File: src/rtl/ufi_pkg.sv
package ufi_pkg;
  localparam int unsigned UF_W_DEF = 3;
  localparam int unsigned FR_W_DEF = 11;

  // SOF value implied by a frame field and a micro-frame field that is zero or not
  function automatic logic [FR_W_DEF-1:0] lag_frame(input logic [FR_W_DEF-1:0] frame,
                                                    input logic              uf_zero);
    lag_frame = frame - {{(FR_W_DEF-1){1'b0}}, uf_zero};
  endfunction
endpackage

File: src/rtl/ufi_micro_cnt.sv
module ufi_micro_cnt #(
  parameter int unsigned W = 3
) (
  input  logic         clk,
  input  logic         rst_n,
  input  logic         adv_i,
  input  logic         ld_i,
  input  logic [W-1:0] ld_val_i,
  output logic [W-1:0] cnt_o,
  output logic         wrap_o,
  output logic         leave0_o
);
  localparam logic [W-1:0] MAX_VAL = {W{1'b1}};

  logic [W-1:0] cnt_q, cnt_d;
  logic         cnt_en;

  always_comb begin
    cnt_en = ld_i | adv_i;
    cnt_d  = cnt_q;
    if (ld_i) begin
      cnt_d = ld_val_i;
    end else if (adv_i) begin
      cnt_d = cnt_q + 1'b1;
    end
  end

  always_ff @(posedge clk or negedge rst_n) begin
    if (!rst_n) begin
      cnt_q <= '0;
    end else if (cnt_en) begin
      cnt_q <= cnt_d;
    end
  end

  assign cnt_o    = cnt_q;
  assign wrap_o   = adv_i & ~ld_i & (cnt_q == MAX_VAL);
  assign leave0_o = adv_i & ~ld_i & (cnt_q == '0);
endmodule

File: src/rtl/ufi_wrap_cnt.sv
module ufi_wrap_cnt #(
  parameter int unsigned    W       = 11,
  parameter logic [W-1:0]   RST_VAL = '0
) (
  input  logic         clk,
  input  logic         rst_n,
  input  logic         inc_i,
  input  logic         ld_i,
  input  logic [W-1:0] ld_val_i,
  output logic [W-1:0] cnt_o
);
  logic [W-1:0] cnt_q, cnt_d;
  logic         cnt_en;

  always_comb begin
    cnt_en = ld_i | inc_i;
    cnt_d  = cnt_q;
    if (ld_i) begin
      cnt_d = ld_val_i;
    end else if (inc_i) begin
      cnt_d = cnt_q + 1'b1;
    end
  end

  always_ff @(posedge clk or negedge rst_n) begin
    if (!rst_n) begin
      cnt_q <= RST_VAL;
    end else if (cnt_en) begin
      cnt_q <= cnt_d;
    end
  end

  assign cnt_o = cnt_q;
endmodule

File: src/rtl/uframe_index_ctr.sv
module uframe_index_ctr #(
  parameter int unsigned UF_W = ufi_pkg::UF_W_DEF,
  parameter int unsigned FR_W = ufi_pkg::FR_W_DEF,
  localparam int unsigned IDX_W = UF_W + FR_W
) (
  input  logic             clk,
  input  logic             rst_n,
  input  logic             tick_i,
  input  logic             run_i,
  input  logic             wr_en_i,
  input  logic [IDX_W-1:0] wr_data_i,
  output logic [IDX_W-1:0] index_o,
  output logic [FR_W-1:0]  sof_o
);
  logic             adv;
  logic [UF_W-1:0]  uf_cnt;
  logic [FR_W-1:0]  fr_cnt;
  logic             uf_wrap;
  logic             uf_leave0;
  logic [UF_W-1:0]  wr_uf;
  logic [FR_W-1:0]  wr_fr;
  logic             wr_uf_zero;
  logic [FR_W-1:0]  wr_sof;

  // qualified micro-frame tick; a write overrides it inside each counter
  assign adv = tick_i & run_i;

  assign wr_uf      = wr_data_i[UF_W-1:0];
  assign wr_fr      = wr_data_i[IDX_W-1:UF_W];
  assign wr_uf_zero = (wr_uf == '0);
  assign wr_sof     = wr_fr - {{(FR_W-1){1'b0}}, wr_uf_zero};

  ufi_micro_cnt #(.W(UF_W)) i_uf (
    .clk      (clk),
    .rst_n    (rst_n),
    .adv_i    (adv),
    .ld_i     (wr_en_i),
    .ld_val_i (wr_uf),
    .cnt_o    (uf_cnt),
    .wrap_o   (uf_wrap),
    .leave0_o (uf_leave0)
  );

  // host-frame field: steps on the micro-frame carry
  ufi_wrap_cnt #(.W(FR_W), .RST_VAL('0)) i_frame (
    .clk      (clk),
    .rst_n    (rst_n),
    .inc_i    (uf_wrap),
    .ld_i     (wr_en_i),
    .ld_val_i (wr_fr),
    .cnt_o    (fr_cnt)
  );

  // SOF shadow: steps on the 0-to-1 micro-frame step; resets to frame 0 minus one
  ufi_wrap_cnt #(.W(FR_W), .RST_VAL({FR_W{1'b1}})) i_sof (
    .clk      (clk),
    .rst_n    (rst_n),
    .inc_i    (uf_leave0),
    .ld_i     (wr_en_i),
    .ld_val_i (wr_sof),
    .cnt_o    (sof_o)
  );

  assign index_o = {fr_cnt, uf_cnt};
endmodule

File: config.mk
export PLATFORM = sky130hd
export DESIGN_NAME = uframe_index_ctr
export DESIGN_NICKNAME = d
export VERILOG_FILES = /design/src/rtl/ufi_pkg.sv /design/src/rtl/ufi_micro_cnt.sv /design/src/rtl/ufi_wrap_cnt.sv /design/src/rtl/uframe_index_ctr.sv
export SDC_FILE = /design/constraint.sdc
export NUM_CORES = 1
export LEC_CHECK = 0
export ABC_AREA = 1
export BUFFER_PORTS_ARGS = -buffer_cell sky130_fd_sc_hd__clkbuf_2
export CORE_ASPECT_RATIO = 1.2
export CORE_MARGIN = 4
export CORE_UTILIZATION = 48
export CTS_CLUSTER_SIZE = 16
export DETAILED_ROUTE_END_ITERATION = 6
export GPL_ROUTABILITY_DRIVEN = 0
export PLACE_DENSITY = 0.79
export SYNTH_ARGS = -nofsm -noshare
export SYNTH_HDL_FRONTEND = slang
export SYNTH_SLANG_ARGS = --single-unit
File: constraint.sdc
create_clock -name clk -period 1.28 [get_ports clk]
set_input_delay 0.064 -clock clk [delete_from_list [all_inputs] [get_ports clk]]
set_output_delay 0.064 -clock clk [all_outputs]
set_load 0.02 [all_outputs]
After elaboration in Yosys (flattened, before gate mapping). Cells that the tools add are included.

Output and inout port bits: 25. Bits of input ports: 19. Flip-flop bits (word level): 25.

Equality and inequality tests: 1. Bitwise gates (word level): 8. Add/sub/neg operators: 4. Reduce and logical (&&, ||, !) cells: 8. Mux-type cells: 6.

Operator list (count): $mux W11 (4); $add A11 B1 Y11 const B (2); $sub A11 B1 Y11 (1); $logic_not A3 Y1 (2); $mux W3 (2); $reduce_and A2 Y1 (3); $reduce_bool A2 Y1 (3); $and A1 B1 Y1 (4); $add A3 B1 Y3 const B (1); $eq A3 B3 Y1 const B (1); $or A1 B1 Y1 (3); $not A1 Y1 (1).

Depth between registers and ports, before layout.
Word-level depth: 5. Mapped depth: 10. Depth with buffers taken out: 10.

Cells and area by module. From an unflattened synthesis, not the netlist that was laid out.

Cells, all modules: 255. Area total of the unflattened synthesis: 1840.5 sq um.

Modules (own cells, without submodules): ufi_wrap_cnt at i_sof (times used 1, area each 674.4 sq um, seq. area each 289.0 sq um, cells an instance 86); ufi_wrap_cnt at i_frame (times used 1, area each 660.6 sq um, seq. area each 275.3 sq um, cells an instance 86); uframe_index_ctr (times used 1, area each 307.8 sq um, seq. area each 0.0 sq um, cells an instance 58); ufi_micro_cnt (times used 1, area each 197.7 sq um, seq. area each 75.1 sq um, cells an instance 25).

Worst setup path before layout. Ideal clock, no wire load.

Path kind: flip-flop to flip-flop. Start point: register i_sof.cnt_q[0], in the netlist i_sof.cnt_o[0]. End point: register i_sof.cnt_q[10], in the netlist i_sof.cnt_o[10]. Data required time: 1212 ps. Buffers on the path: 0. Path slack: -194 ps. Cell stages (with the launch flop): 8. Arrival: 1406 ps. Path through: dfstp_2 > ha_1 > inv_1 > nor2_4 > nand2_2 > o21bai_2 > nand3_2 > a21oi_2.

Word-level cells in the longest chain between the ends: 3.

Ends and longest elaborated chain: start, declared (RTL line ufi_wrap_cnt.sv:12) `logic [W-1:0] cnt_q, cnt_d;`; start signal, assigned (RTL line ufi_wrap_cnt.sv:29) `cnt_q <= cnt_d;`; $add A11 B1 Y11 (RTL line ufi_wrap_cnt.sv:21) `cnt_d = cnt_q + 1'b1;`; $mux W11 (RTL line ufi_wrap_cnt.sv:20) `end else if (inc_i) begin`; $mux W11 (RTL line ufi_wrap_cnt.sv:18) `if (ld_i) begin`.

No other way between the ends. The select of a mux whose other input is x is not followed. A chain may end at the register's enable or synchronous reset.

Worst setup path after layout.
Start point: register i_sof.cnt_q[1], in the netlist i_sof.cnt_o[1]. End point: register i_sof.cnt_q[6], in the netlist i_sof.cnt_o[6].

Same word-level chain as after synthesis.

==> impl_metrics.py <==
metrics = {
    "sta": {
        "hold_violations": 0,
        "period_needed_ns": 1.40,
        "skew_ns": 0.0147,
        "setup_viol": 20,
        "slew-limit-headroom_pct": 66.6,
        "worst_pin_slew_ns": 0.502,
        "setup_ws_ns": -0.122,
        "whs_ns": 0.0425,
        "rsz0062_at_grt": "yes",
        "timing.final.max_slew_violations": 0,
        "finalCritPeriodShare_pct": 110,
        "fmax_mhz": 713,
    },
    "global_route": {
        "antenna_found_initial": 0,
        "gr-total-overflow": 0,
        "grt_max_degree": 20,
        "grt_pass1_wl_mm": 9.47,
        "grt_util_all_layers_pct": 23.4,
        "grt_pass1_vias": 2103,
    },
    "final_layout": {
        "finalNonFillerCells": 403,
        "nets": 378,
        "final_common_cell": "nand2_1",
        "design_area_um2": 2780,
        "fin_util_pct": 75.3,
        "antennaDiodeCount": 0,
        "syn2layout_area_growth_pct": 50.0,
        "layout-drive-gt1-share_pct": 46.7,
        "final_cell_mix": "nand2_1, clkbuf_2, buf_4, inv_1, nor2_1",
        "nFillCells": 289,
    },
    "setup_path": {
        "crit_path_max_fanout": 3,
        "endpoint_kind": "flip-flop",
        "regToRegEndpoint": "i_sof.cnt_o[6]$_DFFE_PN1P_",
        "r2r_cells": 8,
        "startpoint_type": "flip-flop",
        "crit_type": "flip-flop to flip-flop",
        "reg2reg_setup_slack_ns": -0.12,
        "reg2reg_from": "i_sof.cnt_o[1]$_DFFE_PN1P_",
        "cp.required_ns": 1.50,
        "arrival_ns": 1.62,
        "crit_start": "i_sof.cnt_o[1]$_DFFE_PN1P_",
    },
    "die": {
        "start_util_pct": 50.2,
        "die_h_um": 76.1,
        "die_w_um": 64.7,
        "die_area_um2": 4930,
        "core_um2": 3690,
        "design.portCount": 44,
        "num_rows": 24,
    },
    "clocking": {
        "path_clk_slew_ns": 0.10,
        "cts_max_level": 1,
        "cts_tree": "done",
        "cts_sinks": 25,
        "clock-root-buffer": "clkbuf_8",
        "cts_made_buffers": 3,
        "cts.path.max_buffers": 2,
        "worstSkewPairLatency_ns": 0.28,
    },
    "drt": {
        "wl_mm": 5.85,
        "vias": 2194,
        "drt_pass1_iterations": 5,
        "drc": 0,
        "wl_per_cell_um": 14.5,
        "detail-route-antenna-nets": 0,
        "dr.first_iter.drc_count": 228,
        "viasPerCell": 5.44,
    },
    "pwr": {
        "irDropWorstVdd_v": 0.000639,
        "pwr_density_cell_nw_per_um2": 938,
        "p_leak_nw": 1.34,
    },
    "outcome": {
        "status": "finished, violations left",
        "violations": "negative setup slack",
    },
    "run": {
        "drv_cap": 0,
    },
    "yosys": {
        "synth.avg_cell_area_um2": 7.08,
        "ys_types": 30,
        "ys_ff_latch": 25,
        "synth-seq-area-share_pct": 34.5,
        "syn_area_um2": 1850,
        "yosys_warnings": 0,
        "synth_cells": 262,
        "syn-num-nets": 288,
    },
    "placement": {
        "dpl_cell_area_um2": 2460,
        "placedCellCount": 388,
        "io_buffers": 43,
        "dp_hpwl_mm": 4.01,
    },
    "hold_path": {
        "hp-start": "wr_data_i[2]",
        "whs_endpoint": "i_uf.cnt_o[2]$_DFFE_PN0P_",
        "whs_path_depth": 3,
        "hold_class": "input pin to flip-flop",
    },
}
-- cell usage after synthesis --
| cell type | n | area, um^2 |
|---|---|---|
| nand2_1 | 65 | 244 |
| inv_1 | 31 | 116 |
| nor2_1 | 29 | 109 |
| nand3_1 | 24 | 120 |
| dfrtp_1 | 14 | 350 |
| dfstp_2 | 11 | 289 |
| o21ai_0 | 11 | 55.1 |
| ha_1 | 7 | 87.6 |
| o211ai_1 | 7 | 52.6 |
| a21oi_1 | 6 | 30.0 |
| inv_2 | 5 | 18.8 |
| nand2_2 | 5 | 31.3 |
| o21ai_1 | 5 | 25.0 |
| nand3_2 | 4 | 40.0 |
| nor2_2 | 4 | 25.0 |
| o221ai_1 | 4 | 35.0 |
| buf_4 | 3 | 22.5 |
| nand4_1 | 3 | 18.8 |
| nor2_4 | 3 | 33.8 |
| nor3_1 | 3 | 15.0 |
| o22ai_1 | 3 | 18.8 |
| xnor2_1 | 3 | 26.3 |
| xor2_1 | 3 | 26.3 |
| buf_2 | 2 | 10.0 |
| o21bai_1 | 2 | 15.0 |
| a211oi_1 | 1 | 7.51 |
| a21oi_2 | 1 | 8.76 |
| clkinv_1 | 1 | 3.75 |
| o21bai_2 | 1 | 11.3 |
| o31ai_1 | 1 | 7.51 |
-- repair_timing --
| action | in CTS | in global routing |
|---|---|---|
| setup endpoints to repair | 21 | 22 |
| gates cloned | 1 | 0 |
| hold buffers | 1 | 0 |
| setup buffers | 5 | 4 |
| resized for setup | 27 | 19 |
| pin swaps | 7 | 5 |
| hold endpoints to repair | 14 | 0 |
-- worst max-delay path by stage --
| stage | endpoint | slack [ns] |
|---|---|---|
| final | i_sof.cnt_o[6]$_DFFE_PN1P_ | -0.12 |
| after CTS | i_frame.cnt_o[1]$_DFFE_PN0P_ | -0.09 |
| after floorplan | i_sof.cnt_o[10]$_DFFE_PN1P_ | -0.10 |
| after global routing | i_sof.cnt_o[6]$_DFFE_PN1P_ | -0.23 |
| after detailed placement | i_sof.cnt_o[8]$_DFFE_PN1P_ | -0.26 |
| after global placement | i_sof.cnt_o[10]$_DFFE_PN1P_ | -0.20 |
-- critical path: stages, from the launching register on --
cell,delay [ns]
dfstp_2,0.59
ha_4,0.15
inv_2,0.04
nor2_4,0.11
buf_4,0.13
nand4_1,0.09
nand3_1,0.08
nand3_1,0.08
o21ai_1,0.08
-- kinds of logic after synthesis --
| group | after synthesis | share of synthesized area (%) |
|---|---|---|
| and+or+nand+nor | 140 | 34.3 |
| AOI/OAI and AO/OA | 42 | 14.4 |
| buffers and inverters | 42 | 9.24 |
| DFF | 25 | 34.5 |
| adders and majority gates | 7 | 4.72 |
| xor gates and xnor gates | 6 | 2.83 |
-- per-stage QoR --
stage                     setup WS, ns  power (W)  TNS [ns]
final                           -0.122    0.00261     -1.25
after global routing            -0.232    0.00276     -2.81
after CTS                      -0.0921    0.00254    -0.790
after detailed placement        -0.264    0.00195     -2.10
after global placement          -0.201    0.00192     -1.48
after floorplan                 -0.103    0.00157    -0.379
-- layer usage --
layer | GRT usage, % | wire (um) | up-vias
met5 | 0 | 0 | -
met4 | 7.19 | 129 | 0
met3 | 3.10 | 407 | 21
met2 | 43.0 | 3180 | 124
met1 | 27.5 | 2130 | 1018
li1 | - | - | 1031
-- final cells by class --
cell class                 instances  area, um^2  area share, %
clock buffer                       3        41.3           1.48
sequential                        25         646           23.2
timing repair inverter             1        7.51          0.270
inverter                          37         156           5.62
timing repair buffer              89         586           21.1
tap                               52        65.1           2.34
multi-input combinational        195        1270           45.8
clock inverter                     1        5.00          0.180
-- registers in the layout (all words and copies together), names as in the netlist --
register and count:
i_sof.cnt_o 11, i_frame.cnt_o 11, i_uf.cnt_o 3
-- power breakdown --
group	switching (W)	internal, W
Clock	0.000276	0.000218
Combinational	0.000609	0.000461
Sequential	0.000117	0.000926
No activity file was read; power rests on OpenSTA's default activity.
